**src/rtl/irq_hub_pkg.sv**
```systemverilog
package irq_hub_pkg;
  localparam int N_SRC = 6;
  localparam int TMR_SRC = 5;

  localparam int OFS_CTL0 = 0;
  localparam int OFS_CTL1 = 1;
  localparam int OFS_IRQM = 2;
  localparam int OFS_FIRQM = 3;
  localparam int OFS_RLDHI = 4;
  localparam int OFS_RLDLO = 5;

  typedef struct packed {
    logic wrIrqMask;
    logic wrFirqMask;
    logic rdIrqStat;
    logic rdFirqStat;
  } hubStrobes_t;
endpackage

```
**src/rtl/irq_hub_ctrl.sv**
```systemverilog
module irq_hub_ctrl
  import irq_hub_pkg::*;
#(
  parameter int ADDR_W = 4
) (
  input  logic              clk,
  input  logic              rstN,
  input  logic [ADDR_W-1:0] busAddr,
  input  logic              busWr,
  input  logic              busRd,
  input  logic [1:0]        wdCfg,
  output hubStrobes_t       strb,
  output logic              wrRldHi,
  output logic              wrRldLo,
  output logic              gIrqEn,
  output logic              gFirqEn,
  output logic              fastSel
);
  logic hitCtl0, hitCtl1, hitIrqM, hitFirqM, hitHi, hitLo;

  assign hitCtl0  = (busAddr == ADDR_W'(OFS_CTL0));
  assign hitCtl1  = (busAddr == ADDR_W'(OFS_CTL1));
  assign hitIrqM  = (busAddr == ADDR_W'(OFS_IRQM));
  assign hitFirqM = (busAddr == ADDR_W'(OFS_FIRQM));
  assign hitHi    = (busAddr == ADDR_W'(OFS_RLDHI));
  assign hitLo    = (busAddr == ADDR_W'(OFS_RLDLO));

  always_comb begin
    strb.wrIrqMask  = busWr & hitIrqM;
    strb.wrFirqMask = busWr & hitFirqM;
    strb.rdIrqStat  = busRd & hitIrqM;
    strb.rdFirqStat = busRd & hitFirqM;
    wrRldHi         = busWr & hitHi;
    wrRldLo         = busWr & hitLo;
  end

  always_ff @(posedge clk or negedge rstN) begin
    if (!rstN) begin
      gIrqEn  <= 1'b0;
      gFirqEn <= 1'b0;
      fastSel <= 1'b0;
    end else if (busWr) begin
      if (hitCtl0) begin
        gIrqEn  <= wdCfg[1];
        gFirqEn <= wdCfg[0];
      end
      if (hitCtl1) fastSel <= wdCfg[1];
    end
  end

  // at most one register action per cycle
  assert_strobe_onehot_R1: assert property (@(posedge clk) disable iff (!rstN)
    $onehot0({strb.wrIrqMask, strb.wrFirqMask, strb.rdIrqStat, strb.rdFirqStat, wrRldHi, wrRldLo}));
endmodule

```
**src/rtl/irq_hub_timer.sv**
```systemverilog
module irq_hub_timer #(
  parameter int TMR_W    = 12,
  parameter int FAST_DIV = 4
) (
  input  logic       clk,
  input  logic       rstN,
  input  logic       wrRldHi,
  input  logic       wrRldLo,
  input  logic [7:0] wData,
  input  logic       fastSel,
  input  logic       lineTick,
  output logic       tmrEvt
);
  localparam int HI_W  = TMR_W - 8;
  localparam int PRE_W = (FAST_DIV > 1) ? $clog2(FAST_DIV) : 1;

  logic [TMR_W-1:0] reloadVal, reloadNext, cnt;
  logic fastTick, tick, rldWr;

  assign rldWr = wrRldHi | wrRldLo;

  generate
    if (FAST_DIV == 1) begin : g_nodiv
      assign fastTick = 1'b1;
    end else begin : g_div
      logic [PRE_W-1:0] pre;
      always_ff @(posedge clk or negedge rstN) begin
        if (!rstN) pre <= '0;
        else if (rldWr) pre <= '0;
        else if (pre == PRE_W'(FAST_DIV - 1)) pre <= '0;
        else pre <= pre + 1'b1;
      end
      assign fastTick = (pre == PRE_W'(FAST_DIV - 1));
    end
  endgenerate

  assign tick = fastSel ? fastTick : lineTick;

  always_comb begin
    reloadNext = reloadVal;
    if (wrRldHi) reloadNext[TMR_W-1:8] = wData[HI_W-1:0];
    if (wrRldLo) reloadNext[7:0] = wData;
  end

  always_ff @(posedge clk or negedge rstN) begin
    if (!rstN) begin
      reloadVal <= '0;
      cnt       <= '0;
      tmrEvt    <= 1'b0;
    end else if (rldWr) begin
      reloadVal <= reloadNext;
      cnt       <= reloadNext;
      tmrEvt    <= 1'b0;
    end else begin
      tmrEvt <= 1'b0;
      if (tick && reloadVal != '0) begin
        if (cnt <= TMR_W'(1)) begin
          cnt    <= reloadVal;
          tmrEvt <= 1'b1;
        end else begin
          cnt <= cnt - 1'b1;
        end
      end
    end
  end

  // the count never exceeds the reload value
  assert_cnt_bound_R6: assert property (@(posedge clk) disable iff (!rstN)
    cnt <= reloadVal);

  // a zero reload produces no event
  assert_stopped_R8: assert property (@(posedge clk) disable iff (!rstN)
    (reloadVal == '0 && !rldWr) |=> !tmrEvt);
endmodule

```
**src/rtl/irq_hub_status.sv**
```systemverilog
module irq_hub_status
  import irq_hub_pkg::*;
(
  input  logic             clk,
  input  logic             rstN,
  input  hubStrobes_t      strb,
  input  logic [N_SRC-1:0] maskData,
  input  logic [N_SRC-2:0] srcIn,
  input  logic             tmrEvt,
  input  logic             gIrqEn,
  input  logic             gFirqEn,
  output logic [N_SRC-1:0] irqView,
  output logic [N_SRC-1:0] firqView,
  output logic             irqOut,
  output logic             firqOut
);
  logic [N_SRC-1:0] irqMask, firqMask, armed, evt, setBits, clrBits, stat;
  logic [N_SRC-2:0] srcPrev;

  always_ff @(posedge clk or negedge rstN) begin
    if (!rstN) begin
      irqMask  <= '0;
      firqMask <= '0;
      srcPrev  <= '0;
    end else begin
      srcPrev <= srcIn;
      if (strb.wrIrqMask)  irqMask  <= maskData;
      if (strb.wrFirqMask) firqMask <= maskData;
    end
  end

  assign armed   = irqMask | firqMask;
  assign evt     = {tmrEvt, srcIn & ~srcPrev};
  assign setBits = evt & armed;
  assign clrBits = (strb.rdIrqStat ? irqMask : '0) | (strb.rdFirqStat ? firqMask : '0);

  generate
    for (genvar i = 0; i < N_SRC; i++) begin : g_latch
      always_ff @(posedge clk or negedge rstN) begin
        if (!rstN) stat[i] <= 1'b0;
        else if (setBits[i]) stat[i] <= 1'b1;
        else if (clrBits[i]) stat[i] <= 1'b0;
      end
    end
  endgenerate

  assign irqView  = stat & irqMask;
  assign firqView = stat & firqMask;
  assign irqOut   = gIrqEn & (|irqView);
  assign firqOut  = gFirqEn & (|firqView);

  // a normal-line status read without a new event leaves nothing visible
  assert_rd_clear_R3: assert property (@(posedge clk) disable iff (!rstN)
    (strb.rdIrqStat && setBits == '0) |=> ((stat & irqMask) == '0));

  // a bit enabled in neither mask never becomes newly set
  assert_latch_gate_R4: assert property (@(posedge clk) disable iff (!rstN)
    1'b1 |=> ((stat & ~$past(stat) & ~$past(armed)) == '0));
endmodule

```
**src/rtl/irq_hub.sv**
```systemverilog
module irq_hub
  import irq_hub_pkg::*;
#(
  parameter int TMR_W    = 12,
  parameter int FAST_DIV = 4,
  parameter int ADDR_W   = 4
) (
  input  logic              clk,
  input  logic              rstN,
  input  logic [ADDR_W-1:0] busAddr,
  input  logic              busWr,
  input  logic              busRd,
  input  logic [7:0]        busWdata,
  output logic [7:0]        busRdata,
  input  logic              lineTick,
  input  logic [N_SRC-2:0]  srcIn,
  output logic              irqOut,
  output logic              firqOut
);
  hubStrobes_t strb;
  logic wrRldHi, wrRldLo, gIrqEn, gFirqEn, fastSel, tmrEvt;
  logic [N_SRC-1:0] irqView, firqView;

  irq_hub_ctrl #(.ADDR_W(ADDR_W)) u_ctrl (
    .clk(clk), .rstN(rstN), .busAddr(busAddr), .busWr(busWr), .busRd(busRd),
    .wdCfg(busWdata[5:4]), .strb(strb), .wrRldHi(wrRldHi), .wrRldLo(wrRldLo),
    .gIrqEn(gIrqEn), .gFirqEn(gFirqEn), .fastSel(fastSel)
  );

  irq_hub_timer #(.TMR_W(TMR_W), .FAST_DIV(FAST_DIV)) u_timer (
    .clk(clk), .rstN(rstN), .wrRldHi(wrRldHi), .wrRldLo(wrRldLo),
    .wData(busWdata), .fastSel(fastSel), .lineTick(lineTick), .tmrEvt(tmrEvt)
  );

  irq_hub_status u_status (
    .clk(clk), .rstN(rstN), .strb(strb), .maskData(busWdata[N_SRC-1:0]),
    .srcIn(srcIn), .tmrEvt(tmrEvt), .gIrqEn(gIrqEn), .gFirqEn(gFirqEn),
    .irqView(irqView), .firqView(firqView), .irqOut(irqOut), .firqOut(firqOut)
  );

  always_comb begin
    busRdata = '0;
    if (strb.rdIrqStat) busRdata = 8'(irqView);
    else if (strb.rdFirqStat) busRdata = 8'(firqView);
  end

  // a request line is never raised while its global enable is off
  assert_irq_gate_R5: assert property (@(posedge clk) disable iff (!rstN)
    irqOut |-> gIrqEn);
  assert_firq_gate_R5: assert property (@(posedge clk) disable iff (!rstN)
    firqOut |-> gFirqEn);
endmodule

```
**config.mk**
```make
export PLATFORM = sky130hd
export DESIGN_NAME = irq_hub
export DESIGN_NICKNAME = d
export VERILOG_FILES = /design/src/rtl/irq_hub_pkg.sv /design/src/rtl/irq_hub_ctrl.sv /design/src/rtl/irq_hub_timer.sv /design/src/rtl/irq_hub_status.sv /design/src/rtl/irq_hub.sv
export SDC_FILE = /design/constraint.sdc
export NUM_CORES = 1
export LEC_CHECK = 0
export BUFFER_PORTS_ARGS = -buffer_cell sky130_fd_sc_hd__buf_4
export CAP_MARGIN = 40
export CORE_UTILIZATION = 56
export CTS_CLUSTER_DIAMETER = 80
export DETAILED_ROUTE_END_ITERATION = 10
export PLACE_DENSITY = 0.77
export SLEW_MARGIN = 20
export SYNTH_ARGS = -nofsm -noshare
export SYNTH_HDL_FRONTEND = slang
export SYNTH_SLANG_ARGS = --single-unit
```
**constraint.sdc**
```tcl
create_clock -name clk -period 5.38 [get_ports clk]
set_input_delay 0.807 -clock clk [delete_from_list [all_inputs] [get_ports clk]]
set_output_delay 0.807 -clock clk [all_outputs]
set_load 0.05 [all_outputs]
```
==> results of run 1 <==
## cell usage after synthesis (6+ instances only)
cell      instances  area (sq um)
nor3b_1           9         67.56
dfrtp_1          53          1326
nor2_1           17         63.81
inv_1            12         45.04
o21ai_1           6         30.03
mux2i_1          20         200.2
clkbuf_1          7         26.28
a31oi_1           6         37.54
o21ai_0           7         35.03
mux2_2           25         281.5
a22oi_1           8         60.06
nand2_1          13         48.80
a21oi_1          10         50.05
## critical path, cell delays in order
cell	delay (ps)
buf_4	120
nor2_1	210
nand3_1	350
nor2_1	260
and2_1	150
buf_4	190
## flip-flops by register name (all words and copies together), names as in the netlist
name	flops
u_status.irqMask	6
u_timer.tmrEvt	1
u_timer.reloadVal	12
u_status.firqMask	6
u_ctrl.gFirqEn	1
u_ctrl.gIrqEn	1
u_status.srcPrev	5
u_timer.g_div.pre	2
u_status.stat	6
u_ctrl.fastSel	1
u_timer.cnt	12
## routing by layer
metal	up-vias	GRT usage, %	part of all wire, %
li1	1044	-	-
met1	1081	38.54	47
met2	89	38.99	44
met3	11	5.525	7.1
met4	0	4.793	1.2
met5	-	0	0
## stage by stage
stage	area [sq um]	setup slack [ps]	instances	hold WS [ps]
6_report	3203	2479	360	450.6
5_1_grt	3203	2385	360	478.4
4_1_cts	3192	2493	359	450.6
3_5_place_dp	3092	2493	351	436.7
3_3_place_gp	3092	2524	351	428.5
2_1_floorplan	2841	1853	267	415.0
## power by group through the flow
| stage | combinational [mW] | clock [mW] | sequential [mW] |
|---|---|---|---|
| 6_report | 0.496 | 0.241 | 0.625 |
| 5_1_grt | 0.554 | 0.259 | 0.639 |
| 4_1_cts | 0.490 | 0.245 | 0.620 |
| 3_5_place_dp | 0.486 | 0 | 0.628 |
| 3_3_place_gp | 0.477 | 0 | 0.626 |
| 2_1_floorplan | 0.392 | 0 | 0.593 |
## how the worst min path moves through the flow
| stage | start | endpoint | slack (ps) | depth (start not counted) |
|---|---|---|---|---|
| after floorplan | u_timer.g_div.pre[0]$_DFF_PN0_ | u_timer.g_div.pre[0]$_DFF_PN0_ | 410 | 1 |
| after global placement | u_timer.g_div.pre[0]$_DFF_PN0_ | u_timer.g_div.pre[0]$_DFF_PN0_ | 430 | 1 |
| after detailed placement | u_timer.g_div.pre[0]$_DFF_PN0_ | u_timer.g_div.pre[0]$_DFF_PN0_ | 440 | 1 |
| after CTS | u_timer.g_div.pre[0]$_DFF_PN0_ | u_timer.g_div.pre[0]$_DFF_PN0_ | 450 | 1 |
| after global routing | u_timer.g_div.pre[0]$_DFF_PN0_ | u_timer.g_div.pre[0]$_DFF_PN0_ | 480 | 1 |
| final | u_timer.g_div.pre[0]$_DFF_PN0_ | u_timer.g_div.pre[0]$_DFF_PN0_ | 450 | 1 |
## cell type report
cell class                      count  share of cell area [%]
Sequential cell                    53                   41.41
Inverter                           12                   1.406
Clock inverter                      2                  0.5469
Tap cell                           67                   2.617
Clock buffer                        6                   2.578
Multi-Input combinational cell    189                   44.06
Timing Repair Buffer               31                   7.383
## cells by family after synthesis
kind of cell | share of synthesized area, %
mux | 16.98
flops | 46.74
buf+inv | 3.660
fa+ha+maj | 1.323
other cells | 0.1321
compound gates | 16.45
xor+xnor | 1.543
simple gates | 13.18
==> summary.md, run 1 <==
| Metric | Value |
|---|---|
| Total grt overflow | 0 |
| Filler instances | between 300 and 400 |
| Sequential cell area fraction in the yosys report | roughly 47% |
| Net Sw Power | approximately 0.53 mW |
| Routed via count | approximately 2200 |
| Critical R2R Launch | u_timer.cnt[6]$_DFFE_PN0P_ |
| Critical path fanouts, max | 11 |
| Post-synthesis sequential element count | between 50 and 60 |
| Clock Sinks | between 50 and 60 |
| Mapped Cells | around 270 |
| N_diodes | 0 |
| Crit. End Element | output port |
| Via/cell ratio | between 6 and 7 |
| Status | complete, no violations |
| Number of I/O pins | 32 |
| Mapped Area | around 2800 sq um |
| TritonCTS Buffers | 5 |
| Initial DRC count | approximately 220 |
| Die Wd | 73.19 microns |
| EDFF count, synth | 0 |
| Clock buffer depth | 2 |
| Async SR Flop Fraction | 100.0% |
| Starting density of the core | between 50% and 60% |
| Hold buffers post-CTS | 0 |
| P_leak | about 1.4 nW |
| Most common cell after layout, fill and taps aside | dfrtp_1 |
| Finish-stage setup viols | 0 |
| Min-Delay Path Class | flop to flop |
| WL/cell | between 15 and 20 microns |
| Post-DP HPWL | around 4400 microns |
| CTS tree | done |
| Worst VDD drop | between 200 and 250 uV |
| IO buf count | 29 |
| Internal power | roughly 0.84 mW |
| Crit path arrival time | ~2100 ps |
| Logic pwr share | 36.4% |
| Total Routing Usage GR | about a quarter |
| Area of the multi-input gates | 1411 sq um |
| Cts repair resizes | 0 |
| Fin crit share | 53.93% |
| CP Launch Type | input port |
| Area growth syn-to-layout | 12.87% |
| Largest net degree at the start of global routing | 54 |
| DR pass1 iterations | 4 |
| Flop pwr share | 45.9% |
| Commonest register cell after synthesis | dfrtp_1 |
| Power density over cell area | 425.1 nW/um^2 |
| DRC | 0 |
| Sequential cell area | roughly 1300 sq um |
| R2r worst-path depth | 5 |
| Placer Congestion | 0.8839 |
| Synthesized area per cell | approximately 11 sq um |
| Distinct cells, synth | 52 |
| Switching part of the total power | approximately two fifths |
| CP startpoint | busAddr[3] |
| Clock skew | around 9 ps |
| Most frequent cells in the layout | 53 x dfrtp_1, 30 x buf_4, 25 x mux2_2 |
| CP Class | input port to output port |
| Total negative slack | 0 ps |
| Final Hold Fails | 0 |
| Die area | approximately 5400 sq um |
| Vias in the first global route | ~2100 |
| Final min period | slightly below 3000 ps |
| Fin nets | between 300 and 400 |
| Yosys warns | 0 |
| WL final | about 6200 microns |
| Clock transition at path regs | about 100 ps |
| Max Fclk | 344.7 MHz |
| RSZ-0062 raised after global routing | no |
| Die Y | roughly 73 microns |
| Relative slew slack | ~50% |
| H-tree depth | 2 |
| First-pass GRT wire length | roughly 11000 microns |
| Critical Path RT | 4570 ps |
| Max_cap viols | 0 |
| Reg2reg end | u_timer.cnt[0]$_DFFE_PN0P_ |
| Final Power | about 1.4 mW |
| Max-slew violation count | 0 |
| End of the critical path | busRdata[2] |
| Tightest Pin Transition | 766.2 ps |
| Initial antenna violation count | 0 |
| Setup bufs post-CTS | 0 |
| Layout cell share with drive strength beyond 1 | a little under a quarter |
| Clock Latency Late Sink | between 300 and 400 ps |
| Antenna Violating Nets Remaining | 0 |
| CTS root buf | clkbuf_8 |
| R2r setup slk | ~3200 ps |
| Row cnt | 25 |
| Clock power share | between 15 and 20% |
| Core area | between 4000 and 5000 sq um |
| Core Util, Final | around two thirds |
Note: power is estimated with default switching activity, not from simulation.
==> run 2: changes to the inputs <==
==> constraint.sdc (replaced) <==
create_clock -name clk -period 2.9 [get_ports clk]
set_input_delay 0.435 -clock clk [delete_from_list [all_inputs] [get_ports clk]]
set_output_delay 0.435 -clock clk [all_outputs]
set_load 0.05 [all_outputs]
==> summary.md, run 2 (same netlist as run 1, synthesis figures left out) <==
| Metric | Value |
|---|---|
| Cts repair resizes | 0 (unchanged) |
| H-tree depth | 2 (unchanged) |
| Post-DP HPWL | 4503 microns (+2.5%) |
| Critical path fanouts, max | 8 (-3) |
| Min-Delay Path Class | input port to asynchronous set/reset pin |
| Filler instances | 409 (+3.0%) |
| Crit-path slowest cell | or4_1 |
| Total grt overflow | 0 (unchanged) |
| Max_cap viols | 0 (unchanged) |
| Hold_ws | 153.2 ps (-297.4 ps) |
| Row cnt | 25 (unchanged) |
| Routed via count | 2223 (-0.090%) |
| Core Util, Final | 66.69% (-0.24 points) |
| CTS root buf | clkbuf_8 |
| Hold buffers post-CTS | 0 (unchanged) |
| Final min period | around 2200 ps |
| Via/cell ratio | 6.175 (about the same) |
| Clock buffer depth | 2 (unchanged) |
| Area growth syn-to-layout | 12.48% |
| Die Wd | 73.19 microns (unchanged) |
| Critical Path RT | 3090 ps (-1480 ps) |
| Die area | 5356 sq um (unchanged) |
| Placer Congestion | 0.9116 (+3.1%) |
| Fin crit share | about 76% |
| Biggest regs | u_timer.cnt: 12 flops, u_timer.reloadVal: 12 flops |
| Clock Sinks | 53 (unchanged) |
| Antenna Violating Nets Remaining | 0 (unchanged) |
| IO buf count | 29 (unchanged) |
| Clock Latency Late Sink | 310 ps (about the same) |
| Power density over cell area | 784.6 nW/um^2 (+85%) |
| Dpl cells | 353 (+0.57%) |
| CP Launch Type | flop |
| WL final | 6453 microns (+3.9%) |
| Largest net degree at the start of global routing | 54 (unchanged) |
| CTS tree | done |
| Initial antenna violation count | 0 (unchanged) |
| Core area | 4786 sq um (unchanged) |
| Vias in the first global route | 2100 (+0.14%) |
| N_diodes | 0 (unchanged) |
| Tightest Pin Transition | 822.8 ps (+56.57 ps) |
| DRC | 0 (unchanged) |
| First-pass GRT wire length | 10580 microns (+0.66%) |
| CP Class | flop to flop |
| Die Y | 73.19 microns (unchanged) |
| Relative slew slack | 44.89% (-3.8 points) |
| Fin nets | 318 (+0.32%) |
| Finish-stage setup viols | 0 (unchanged) |
| Most common cell after layout, fill and taps aside | dfrtp_1 |
| TritonCTS Buffers | 5 (unchanged) |
| WL/cell | 17.93 microns (+3.9%) |
| Initial DRC count | 206 (-5.9%) |
| Worst VDD drop | 443.1 uV (+93%) |
| CP Cell Sequence | or3_1 > or4_1 > o311ai_1 > a21boi_1 > o22ai_1 |
| Max-slew violation count | 0 (unchanged) |
| DR pass1 iterations | 4 (unchanged) |
| Setup bufs post-CTS | 0 (unchanged) |
| Layout cell share with drive strength beyond 1 | 23.89% (unchanged) |
| CP max stage delay | 620 ps (+270 ps) |
| Clock skew | 10.97 ps (+2.025 ps) |
| Total negative slack | 0 ps (unchanged) |
| Crit path arrival time | 2410 ps (+320 ps) |
| Starting density of the core | 59.29% (unchanged) |
| Number of I/O pins | 32 (unchanged) |
| Finished Layout Cells | 360 (unchanged) |
| Most frequent cells in the layout | 53 x dfrtp_1, 32 x buf_4, 25 x mux2_2 |
| Crit. End Element | flop |
| Max Fclk | 451.1 MHz |
| Final Hold Fails | 0 (unchanged) |
| Clock transition at path regs | 100 ps (about the same) |
| P_leak | 1.381 nW (-0.58%) |
| Status | complete, no violations |
| RSZ-0062 raised after global routing | no |
| Total Routing Usage GR | 26.74% (+0.92 points) |
-- run 2: cell types whose count changed in the layout (fill, tap and decap cells not counted), sizes merged --
cell	delta
clkinvlp	+1
inv	-1
buf	+1
clkbuf	-1
-- run 2: final timing paths --
check | from | endpoint | slack [ps] | depth (start not counted)
min in group clk | srcIn[0] | u_status.srcPrev[0]$_DFF_PN0_ | 220 | 1
worst min register to register | u_timer.g_div.pre[0]$_DFF_PN0_ | u_timer.g_div.pre[0]$_DFF_PN0_ | 450 | 1
worst max register to register | u_timer.cnt[6]$_DFFE_PN0P_ | u_timer.cnt[2]$_DFFE_PN0P_ | 680 | 5
max in group asynchronous | rstN | u_timer.reloadVal[3]$_DFFE_PN0N_ | 2310 | 1
worst max-delay path | u_timer.cnt[6]$_DFFE_PN0P_ | u_timer.cnt[2]$_DFFE_PN0P_ | 680 | 5
worst min-delay path | rstN | u_ctrl.gIrqEn$_DFFE_PN0P_ | 150 | 1
-- run 2: worst max-delay path, delay by kind of cell, from the launching register on --
family	cells	cell delay [ps]
compound gates	3	580
simple gates	2	1090
flops	1	430
-- run 2: final cells by class --
type | instances | area (sq um) | area share, %
clock buffers | 5 | 68.82 | 2.156
clock inverters | 2 | 16.27 | 0.5096
inverters | 12 | 45.04 | 1.411
multi-input cells | 189 | 1411 | 44.22
flip-flops and latches | 53 | 1326 | 41.55
well taps | 67 | 83.83 | 2.626
repair buffers | 32 | 240.2 | 7.526
-- run 2: where the power goes --
group	internal, mW	switching, mW	leakage [nW]
registers	0.932	0.233	0.637
logic	0.427	0.501	0.703
clock network	0.167	0.244	0.0402
total	1.53	0.978	1.38
-- run 2: per-layer routing --
layer | global-route usage (%) | up-vias | part of all wire, %
met5 | 0 | - | 0
li1 | - | 1051 | -
met2 | 40.64 | 73 | 45
met3 | 5.110 | 9 | 7.1
met1 | 39.13 | 1090 | 47
met4 | 7.407 | 0 | 1.3
-- run 2: through the flow --
step	setup slack (ps)	area (sq um)	total power [mW]
4_1_cts	691.3	3192	2.501
3_3_place_gp	773.2	3107	2.064
6_report	683.4	3192	2.504
2_1_floorplan	117.1	2841	1.827
5_1_grt	537.3	3192	2.666
3_5_place_dp	704.6	3107	2.085
